===== config.mk =====
export PLATFORM = sky130hd
export DESIGN_NAME = bitalias_bridge
export DESIGN_NICKNAME = d
export VERILOG_FILES = /design/src/rtl/bab_pkg.sv /design/src/rtl/bab_decode.sv /design/src/rtl/bab_bitlane.sv /design/src/rtl/bab_seq.sv /design/src/rtl/bitalias_bridge.sv
export SDC_FILE = /design/constraint.sdc
export NUM_CORES = 1
export LEC_CHECK = 0
export ABC_AREA = 1
export CORE_ASPECT_RATIO = 2
export CORE_MARGIN = 2
export CORE_UTILIZATION = 42
export CTS_BUF_LIST = sky130_fd_sc_hd__clkbuf_16
export DETAILED_ROUTE_END_ITERATION = 6
export PLACE_DENSITY = 0.89
export SYNTH_ARGS = -nofsm -noshare
export SYNTH_HDL_FRONTEND = slang
export SYNTH_SLANG_ARGS = --single-unit

===== constraint.sdc =====
create_clock -name clk -period 1.73 [get_ports clk]
set_input_delay 0.346 -clock clk [delete_from_list [all_inputs] [get_ports clk]]
set_output_delay 0.346 -clock clk [all_outputs]
set_load 0.1 [all_outputs]

===== src/rtl/bab_pkg.sv =====
package bab_pkg;

    localparam int ADDR_W      = 32;
    localparam int WORD_W      = 32;
    localparam int BIT_W       = $clog2(WORD_W);
    localparam int LANE_SHIFT  = $clog2(WORD_W / 8);
    // one alias word (4 bytes) per target bit -> alias bytes per target word
    localparam int ALIAS_SHIFT = LANE_SHIFT + BIT_W;

    typedef logic [ADDR_W-1:0] addr_t;
    typedef logic [WORD_W-1:0] word_t;
    typedef logic [BIT_W-1:0]  bidx_t;

    typedef enum logic [1:0] {
        ACC_PASS,
        ACC_ALIAS,
        ACC_OOR
    } acc_kind_e;

    typedef enum logic [2:0] {
        ST_IDLE,
        ST_PASS,
        ST_RD,
        ST_WR,
        ST_DONE
    } seq_state_e;

    typedef struct packed {
        acc_kind_e kind;
        logic      we;
        addr_t     tgt;
        bidx_t     bsel;
        word_t     wdata;
    } bus_req_t;

    function automatic logic in_window(addr_t a, addr_t base, addr_t span);
        addr_t off;
        off = a - base;
        return (a >= base) && (off < span);
    endfunction

    function automatic addr_t alias_target(addr_t off, addr_t region_base);
        return region_base + ((off >> ALIAS_SHIFT) << LANE_SHIFT);
    endfunction

    function automatic bidx_t alias_bit(addr_t off);
        return off[LANE_SHIFT +: BIT_W];
    endfunction

endpackage


===== src/rtl/bab_decode.sv =====
module bab_decode
    import bab_pkg::*;
#(
    parameter addr_t       REGION_BASE  = 32'h2000_0000,
    parameter int unsigned REGION_WORDS = 1024,
    parameter addr_t       ALIAS_BASE   = 32'h2200_0000
) (
    input  logic     we,
    input  addr_t    addr,
    input  word_t    wdata,
    output bus_req_t req
);

    localparam addr_t REGION_SPAN = addr_t'(REGION_WORDS) << LANE_SHIFT;
    localparam addr_t ALIAS_SPAN  = addr_t'(REGION_WORDS) << ALIAS_SHIFT;

    addr_t alias_off;
    logic  hit_region;
    logic  hit_alias;

    assign alias_off  = addr - ALIAS_BASE;
    assign hit_region = in_window(addr, REGION_BASE, REGION_SPAN);
    assign hit_alias  = in_window(addr, ALIAS_BASE, ALIAS_SPAN);

    always_comb begin
        req.we    = we;
        req.wdata = wdata;
        if (hit_region) begin
            req.kind = ACC_PASS;
            req.tgt  = addr;
            req.bsel = '0;
        end else if (hit_alias) begin
            req.kind = ACC_ALIAS;
            req.tgt  = alias_target(alias_off, REGION_BASE);
            req.bsel = alias_bit(alias_off);
        end else begin
            req.kind = ACC_OOR;
            req.tgt  = '0;
            req.bsel = '0;
        end
    end

    // every alias translation lands inside the normal region
    always_comb begin
        if (req.kind == ACC_ALIAS) begin
            p_tgt_in_region_r2: assert (in_window(req.tgt, REGION_BASE, REGION_SPAN))
                else $error("alias target outside region");
        end
    end

endmodule


===== src/rtl/bab_bitlane.sv =====
module bab_bitlane
    import bab_pkg::*;
(
    input  word_t word,
    input  bidx_t bsel,
    input  logic  val,
    output word_t merged,
    output logic  picked
);

    for (genvar i = 0; i < WORD_W; i++) begin : g_lane
        assign merged[i] = (bsel == bidx_t'(i)) ? val : word[i];
    end

    assign picked = word[bsel];

endmodule


===== src/rtl/bab_seq.sv =====
module bab_seq
    import bab_pkg::*;
(
    input  logic     clk,
    input  logic     rst,
    input  logic     s_req,
    input  bus_req_t req_in,
    output logic     s_ready,
    output word_t    s_rdata,
    output logic     s_err,
    output logic     m_req,
    output logic     m_we,
    output logic     m_lock,
    output addr_t    m_addr,
    output word_t    m_wdata,
    input  logic     m_ready,
    input  word_t    m_rdata,
    output word_t    rword,
    output bidx_t    cur_bsel,
    output logic     cur_val,
    input  word_t    merged,
    input  logic     picked
);

    seq_state_e state;
    bus_req_t   req_q;
    word_t      rword_q;
    logic       err_q;

    always_ff @(posedge clk) begin
        if (rst) begin
            state   <= ST_IDLE;
            req_q   <= '0;
            rword_q <= '0;
            err_q   <= 1'b0;
        end else begin
            case (state)
                ST_IDLE: begin
                    if (s_req) begin
                        req_q   <= req_in;
                        rword_q <= '0;
                        err_q   <= (req_in.kind == ACC_OOR);
                        case (req_in.kind)
                            ACC_PASS:  state <= ST_PASS;
                            ACC_ALIAS: state <= ST_RD;
                            default:   state <= ST_DONE;
                        endcase
                    end
                end
                ST_PASS: begin
                    if (m_ready) begin
                        if (!req_q.we) rword_q <= m_rdata;
                        state <= ST_DONE;
                    end
                end
                ST_RD: begin
                    if (m_ready) begin
                        rword_q <= m_rdata;
                        state   <= req_q.we ? ST_WR : ST_DONE;
                    end
                end
                ST_WR: begin
                    if (m_ready) state <= ST_DONE;
                end
                ST_DONE: begin
                    state <= ST_IDLE;
                    err_q <= 1'b0;
                end
                default: state <= ST_IDLE;
            endcase
        end
    end

    assign rword    = rword_q;
    assign cur_bsel = req_q.bsel;
    assign cur_val  = req_q.wdata[0];

    always_comb begin
        m_req   = (state == ST_PASS) || (state == ST_RD) || (state == ST_WR);
        m_we    = ((state == ST_PASS) && req_q.we) || (state == ST_WR);
        m_lock  = ((state == ST_RD) && req_q.we) || (state == ST_WR);
        m_addr  = m_req ? req_q.tgt : '0;
        if (state == ST_WR)                     m_wdata = merged;
        else if (state == ST_PASS && req_q.we)  m_wdata = req_q.wdata;
        else                                    m_wdata = '0;
    end

    always_comb begin
        s_ready = (state == ST_DONE);
        s_err   = s_ready && err_q;
        s_rdata = '0;
        if (s_ready && !req_q.we) begin
            if (req_q.kind == ACC_ALIAS)     s_rdata = {{(WORD_W-1){1'b0}}, picked};
            else if (req_q.kind == ACC_PASS) s_rdata = rword_q;
        end
    end

    // a stalled master request keeps all of its fields
    p_hold_req_r8: assert property (@(posedge clk) disable iff (rst)
        m_req && !m_ready |=> m_req && $stable(m_addr) && $stable(m_we) && $stable(m_wdata));

    // an accepted locked read is followed by a locked write to the same word
    p_lock_rd_to_wr_r5: assert property (@(posedge clk) disable iff (rst)
        m_req && m_ready && !m_we && m_lock |=> m_req && m_we && m_lock && $stable(m_addr));

    // lock never appears without a request
    p_lock_needs_req_r5: assert property (@(posedge clk) disable iff (rst)
        m_lock |-> m_req);

    // a locked write-back differs from the word read in at most one bit
    p_one_bit_r4: assert property (@(posedge clk) disable iff (rst)
        m_req && m_we && m_lock |-> $countones(m_wdata ^ rword_q) <= 1);

    // completion strobe is one cycle wide
    p_ready_pulse_r6: assert property (@(posedge clk) disable iff (rst)
        s_ready |=> !s_ready);

    // alias read data has nothing above bit 0
    p_alias_rdata_r3: assert property (@(posedge clk) disable iff (rst)
        s_ready && req_q.kind == ACC_ALIAS |-> s_rdata[WORD_W-1:1] == '0);

    // out-of-range completion never touches the memory port
    p_err_no_bus_r7: assert property (@(posedge clk) disable iff (rst)
        s_err |-> s_ready && !m_req && s_rdata == '0);

endmodule


===== src/rtl/bitalias_bridge.sv =====
module bitalias_bridge
    import bab_pkg::*;
#(
    parameter addr_t       REGION_BASE  = 32'h2000_0000,
    parameter int unsigned REGION_WORDS = 1024,
    parameter addr_t       ALIAS_BASE   = 32'h2200_0000
) (
    input  logic        clk,
    input  logic        rst,
    input  logic        s_req,
    input  logic        s_we,
    input  logic [31:0] s_addr,
    input  logic [31:0] s_wdata,
    output logic        s_ready,
    output logic [31:0] s_rdata,
    output logic        s_err,
    output logic        m_req,
    output logic        m_we,
    output logic        m_lock,
    output logic [31:0] m_addr,
    output logic [31:0] m_wdata,
    input  logic        m_ready,
    input  logic [31:0] m_rdata
);

    bus_req_t dec_req;
    word_t    rword;
    word_t    merged;
    bidx_t    cur_bsel;
    logic     cur_val;
    logic     picked;

    bab_decode #(
        .REGION_BASE (REGION_BASE),
        .REGION_WORDS(REGION_WORDS),
        .ALIAS_BASE  (ALIAS_BASE)
    ) u_decode (
        .we   (s_we),
        .addr (s_addr),
        .wdata(s_wdata),
        .req  (dec_req)
    );

    bab_bitlane u_lane (
        .word  (rword),
        .bsel  (cur_bsel),
        .val   (cur_val),
        .merged(merged),
        .picked(picked)
    );

    bab_seq u_seq (
        .clk     (clk),
        .rst     (rst),
        .s_req   (s_req),
        .req_in  (dec_req),
        .s_ready (s_ready),
        .s_rdata (s_rdata),
        .s_err   (s_err),
        .m_req   (m_req),
        .m_we    (m_we),
        .m_lock  (m_lock),
        .m_addr  (m_addr),
        .m_wdata (m_wdata),
        .m_ready (m_ready),
        .m_rdata (m_rdata),
        .rword   (rword),
        .cur_bsel(cur_bsel),
        .cur_val (cur_val),
        .merged  (merged),
        .picked  (picked)
    );

endmodule


==> results of run 1 <==
-- per-stage QoR --
stage               std cells  hold WS (ps)
floorplan                 901           436
global placement         1353           452
detailed placement       1353           465
CTS                      1428           323
-- timing repair --
action / in CTS
pin swaps: 85
hold buffers: 0
buffers inserted: 55
endpoints found under the setup margin: 148
gates cloned: 13
resized for setup: 206
-- synth_stat cells --
library cell and number:
a211oi_2 31, a21oi_1 106, a21oi_2 12, buf_1 2, buf_12 1, buf_2 12, buf_4 6, buf_6 5
clkbuf_1 35, clkinv_1 1, dfxtp_1 108, ha_1 3, inv_1 141, inv_2 13, nand2_1 114, nand2_2 5
nand2_4 2, nand3_1 45, nand3_2 10, nand3b_1 1, nand4_1 2, nor2_1 74, nor2_2 10, nor2_4 1
nor2_8 1, nor3_1 47, nor4_1 2, o211ai_1 1, o21ai_0 85, o21ai_2 1, o22ai_1 21, o32ai_1 2
xor2_1 1
-- kinds of logic after synthesis --
family | count (synthesis)
AOI/OAI and AO/OA | 259
and+or+nand+nor | 314
buffers and inverters | 216
xor gates and xnor gates | 1
adders and majority gates | 3
DFF | 108
==> flow_metrics.tcl, run 1 <==
set metrics [dict create \
    status "stopped before the end" \
    stop_stage "global routing" \
    stop_error "[ERROR DPL-0038] Utilization greater than 100%, impossible to legalize" \
    synth_seq_area_share 0.350 \
    io_buffers 201 \
    rows 62 \
    worst-ep-kind "top-level output" \
    synth.largest_area_cell "dfxtp_1" \
    cts_buffer_depth 2 \
    die_y_um 175 \
    h-tree-depth 3 \
    yosys.area_share.adder 0.00608 \
    ys_seq_elements 108 \
    preCtsSetupSlack_ps -629 \
    synth_xor_area_frac 0.00142 \
    syn-num-nets 1005 \
    synth_top_family_by_area "compound AO/OA/AOI/OAI gates" \
    synth.avg_cell_area_sq_um 6.85 \
    ys_warn_count 0 \
    die_width_um 89.7 \
    syn_area_sq_um 6170 \
    yosys-top-cells-area "dfxtp_1, a21oi_1, inv_1, nand2_1, o21ai_0" \
    dpl-instance-area_sq_um 11400 \
    synth_compound_area_frac 0.262 \
    clkSinkCount 108 \
    cts_buffers 9 \
    root_buffer "clkbuf_16" \
    start_util 0.430 \
    dpl.hpwl_um 20300 \
    grt-worst-endpoint "s_rdata[0]" \
    yosys.area_share.simple 0.234 \
    gp_congestion 1.09 \
    synth_top_cell_area_share 0.350 \
    ios 202 \
    postSynthCellCount 901 \
    grt_max_degree 73 \
    synth_mux_area_frac 0 \
    ys_types 33 \
]
==> inputs of run 2 (changes only) <==
--- a/config.mk
+++ b/config.mk
@@ -6,12 +6,10 @@
 export NUM_CORES = 1
 export LEC_CHECK = 0
 export ABC_AREA = 1
-export CORE_ASPECT_RATIO = 2
 export CORE_MARGIN = 2
-export CORE_UTILIZATION = 42
-export CTS_BUF_LIST = sky130_fd_sc_hd__clkbuf_16
+export CORE_UTILIZATION = 31
 export DETAILED_ROUTE_END_ITERATION = 6
-export PLACE_DENSITY = 0.89
+export PLACE_DENSITY_LB_ADDON = 0.15
 export SYNTH_ARGS = -nofsm -noshare
 export SYNTH_HDL_FRONTEND = slang
 export SYNTH_SLANG_ARGS = --single-unit
==> constraint.sdc (replaced) <==
create_clock -name clk -period 2.25 [get_ports clk]
set_input_delay 0.45 -clock clk [delete_from_list [all_inputs] [get_ports clk]]
set_output_delay 0.45 -clock clk [all_outputs]
set_load 0.1 [all_outputs]
==> run 2 against run 1 <==
Compared with the run above: the flow now finishes, with violations (negative setup slack); synthesized area unchanged; synthesized cell count unchanged.
==> flow_metrics.tcl, run 2 <==
set metrics [dict create \
    status "finished with violations" \
    violations "negative setup slack" \
    start_kind "register" \
    setup_viol 14 \
    powerDensity_nw_per_um2 431 \
    overflow 0 \
    clkSinkCount 108 \
    p_total_mw 4.95 \
    min_period_ps 2410 \
    yosys.area_share.simple 0.234 \
    io_buffers 201 \
    arrival_ps 1960 \
    finalClockSkew_ps 9.26 \
    grt_pass1_vias 6341 \
    vias 6726 \
    h-tree-depth 3 \
    antenna_left 0 \
    drtIter0Drc 375 \
    cts_buffers 9 \
    root_buffer "clkbuf_16" \
    grt_use_total 0.209 \
    stdcell_count 1398 \
    required_ps 1800 \
    via_per_inst 4.81 \
    clkLatencyLatePin_ps 360 \
    insertedDiodeCount 0 \
    ios 202 \
    yosysMostFrequentCell "inv_1" \
    grt_antenna_before_repair 0 \
    synth_seq_area_share 0.350 \
    regArea_sq_um 2190 \
    ys_seq_elements 108 \
    timing.fmax_mhz 415 \
    drc 0 \
    finalWirelength_um 22200 \
    synth_compound_area_frac 0.262 \
    core-area_sq_um 19500 \
    cts_tree "yes" \
    cap_violations 0 \
    synthArstFlopShare 0 \
    layout_common_cells "inv_1, buf_12, nand2_1, dfxtp_1, clkdlybuf4s50_1" \
    synth_mux_area_frac 0 \
    syn_area_sq_um 6170 \
    hold_viol 0 \
    cp_cell_sequence "clkbuf_16 -> o21ai_0 -> nand2_1 -> nand2_1 -> nand2_1 -> nand2_1 -> nor2_1 -> nand2_1 -> nand3_2 -> a21oi_4 -> buf_12" \
    die-area_sq_um 21100 \
    synth_xor_area_frac 0.00142 \
    grt_max_degree 73 \
    crit_path_frequent_cell "nand2_1" \
    synth_commonest_cells "inv_1, nand2_1, dfxtp_1" \
    rows 51 \
    die_width_um 145 \
    hold_path.class "register to register" \
    syn-num-nets 1005 \
    gp_congestion 0.889 \
    die_y_um 145 \
    finalMaxSlewViolations 0 \
    grt_pass1_wl_um 35100 \
    routedWlPerCell_um 15.9 \
    dpl.cell_count 1368 \
    final_util 0.589 \
    dpl.hpwl_um 16500 \
    peakVddDrop_uv 372 \
    nFillCells 1760 \
    cts_buffer_depth 2 \
    start_util 0.316 \
    setup_ws_ps -159 \
    cp_slowest_stage_delay_ps 410 \
    final_common_cell "inv_1" \
    critPathCaptureType "output pin" \
    path_clk_slew_ps 70 \
    synthFlopType "dfxtp_1" \
    crit_slowest_cell "dfxtp_4" \
    multi_input_area_sq_um 4250 \
    final.period_utilization 1.07 \
    synth_edf_count 0 \
    synth.avg_cell_area_sq_um 6.85 \
    drive_gt1_frac 0.389 \
    largest_reg_flops 66 \
    yosys-top-cells-area "dfxtp_1, a21oi_1, inv_1, nand2_1, o21ai_0" \
    firstDrtPassIters 5 \
    synth_top_cell_area_share 0.350 \
    final_nets 1233 \
    synth.largest_area_cell "dfxtp_1" \
    ys_warn_count 0 \
    worst_slew_pin_slew_ps 439 \
    rsz0062_at_grt "true" \
    crit_path_max_fanout 8 \
    yosys.area_share.adder 0.00608 \
    top_register "u_seq.req_q" \
    cellLeakagePower_nw 4.09 \
    path_class "register to output pin" \
    areaGrowthSynthToFinish_pct 86.3 \
    preCtsSetupSlack_ps -215 \
    synth_top_family_by_area "compound AO/OA/AOI/OAI gates" \
    ys_types 33 \
    final.setup.tns_ps -754 \
    maxSlewHeadroom 0.707 \
    postSynthCellCount 901 \
]
## run 2: routing by layer
metal / wire length, um / part of all wire / GRT usage / vias up
li1: - / - / - / 3418
met1: 10200 / 0.46 / 0.299 / 3090
met2: 10200 / 0.46 / 0.322 / 203
met3: 1550 / 0.070 / 0.0516 / 15
met4: 260 / 0.012 / 0.0392 / 0
met5: 0 / 0 / 0 / -
## run 2: path summary, 6_finish.rpt
kind,start,to,slack (ps),cells after the start
worst max register to register,u_seq.state[0]$_SDFFE_PP0P_,u_seq.rword[20]$_SDFFE_PP0P_,290,11
worst min-delay path,u_seq.req_q[66]$_SDFFE_PP0P_,u_seq.req_q[66]$_SDFFE_PP0P_,470,2
worst min register to register,u_seq.req_q[66]$_SDFFE_PP0P_,u_seq.req_q[66]$_SDFFE_PP0P_,470,2
worst max-delay path,u_seq.cur_bsel[0]$_SDFFE_PP0P_,s_rdata[0],-160,11
## run 2: power breakdown
group | internal, mW | switching, mW | leakage, nW
clock network | 0.922 | 0.732 | 0.145
logic | 0.478 | 0.755 | 3.05
registers | 2.02 | 0.0462 | 0.890
## run 2: kinds of logic (layout without fill, tap and decap cells)
group | Yosys count | count (layout)
AOI/OAI and AO/OA | 259 | 259
xor gates and xnor gates | 1 | 1
adders and majority gates | 3 | 3
buffers and inverters | 216 | 447
DFF | 108 | 108
and+or+nand+nor | 314 | 315
## run 2: layout make-up
type | instances | area share
clock buffers | 12 | 0.0223
clock inverters | 3 | 0.00403
inverters | 155 | 0.0521
multi-input cells | 578 | 0.370
flip-flops and latches | 108 | 0.190
well taps | 265 | 0.0288
repair buffers | 277 | 0.332
## run 2: stage by stage
| step | hold WS [ps] | instance area [sq um] |
|---|---|---|
| 2_1_floorplan | 430 | 7120 |
| 3_3_place_gp | 445 | 10600 |
| 3_5_place_dp | 451 | 10600 |
| 4_1_cts | 466 | 11100 |
| 5_1_grt | 496 | 11500 |
| 6_report | 468 | 11500 |
## run 2: critical path: cells and delay by family (launching register included)
kind	cells	cell delay, ps
AND/OR/NAND/NOR	7	460
buffers and inverters	2	370
AO/OA/AOI/OAI	2	330
flip-flops	1	410
## run 2: what timing repair did
| item | 4_1_cts | 5_1_grt |
|---|---|---|
| resized for setup | 52 | 78 |
| gates cloned | 3 | 2 |
| pin swaps | 11 | 24 |
| endpoints found under the hold margin | 0 | 0 |
| hold buffers | 0 | 0 |
| buffers inserted | 4 | 10 |
| setup endpoints to repair | 61 | 70 |
(Power assumes the default switching activity.)
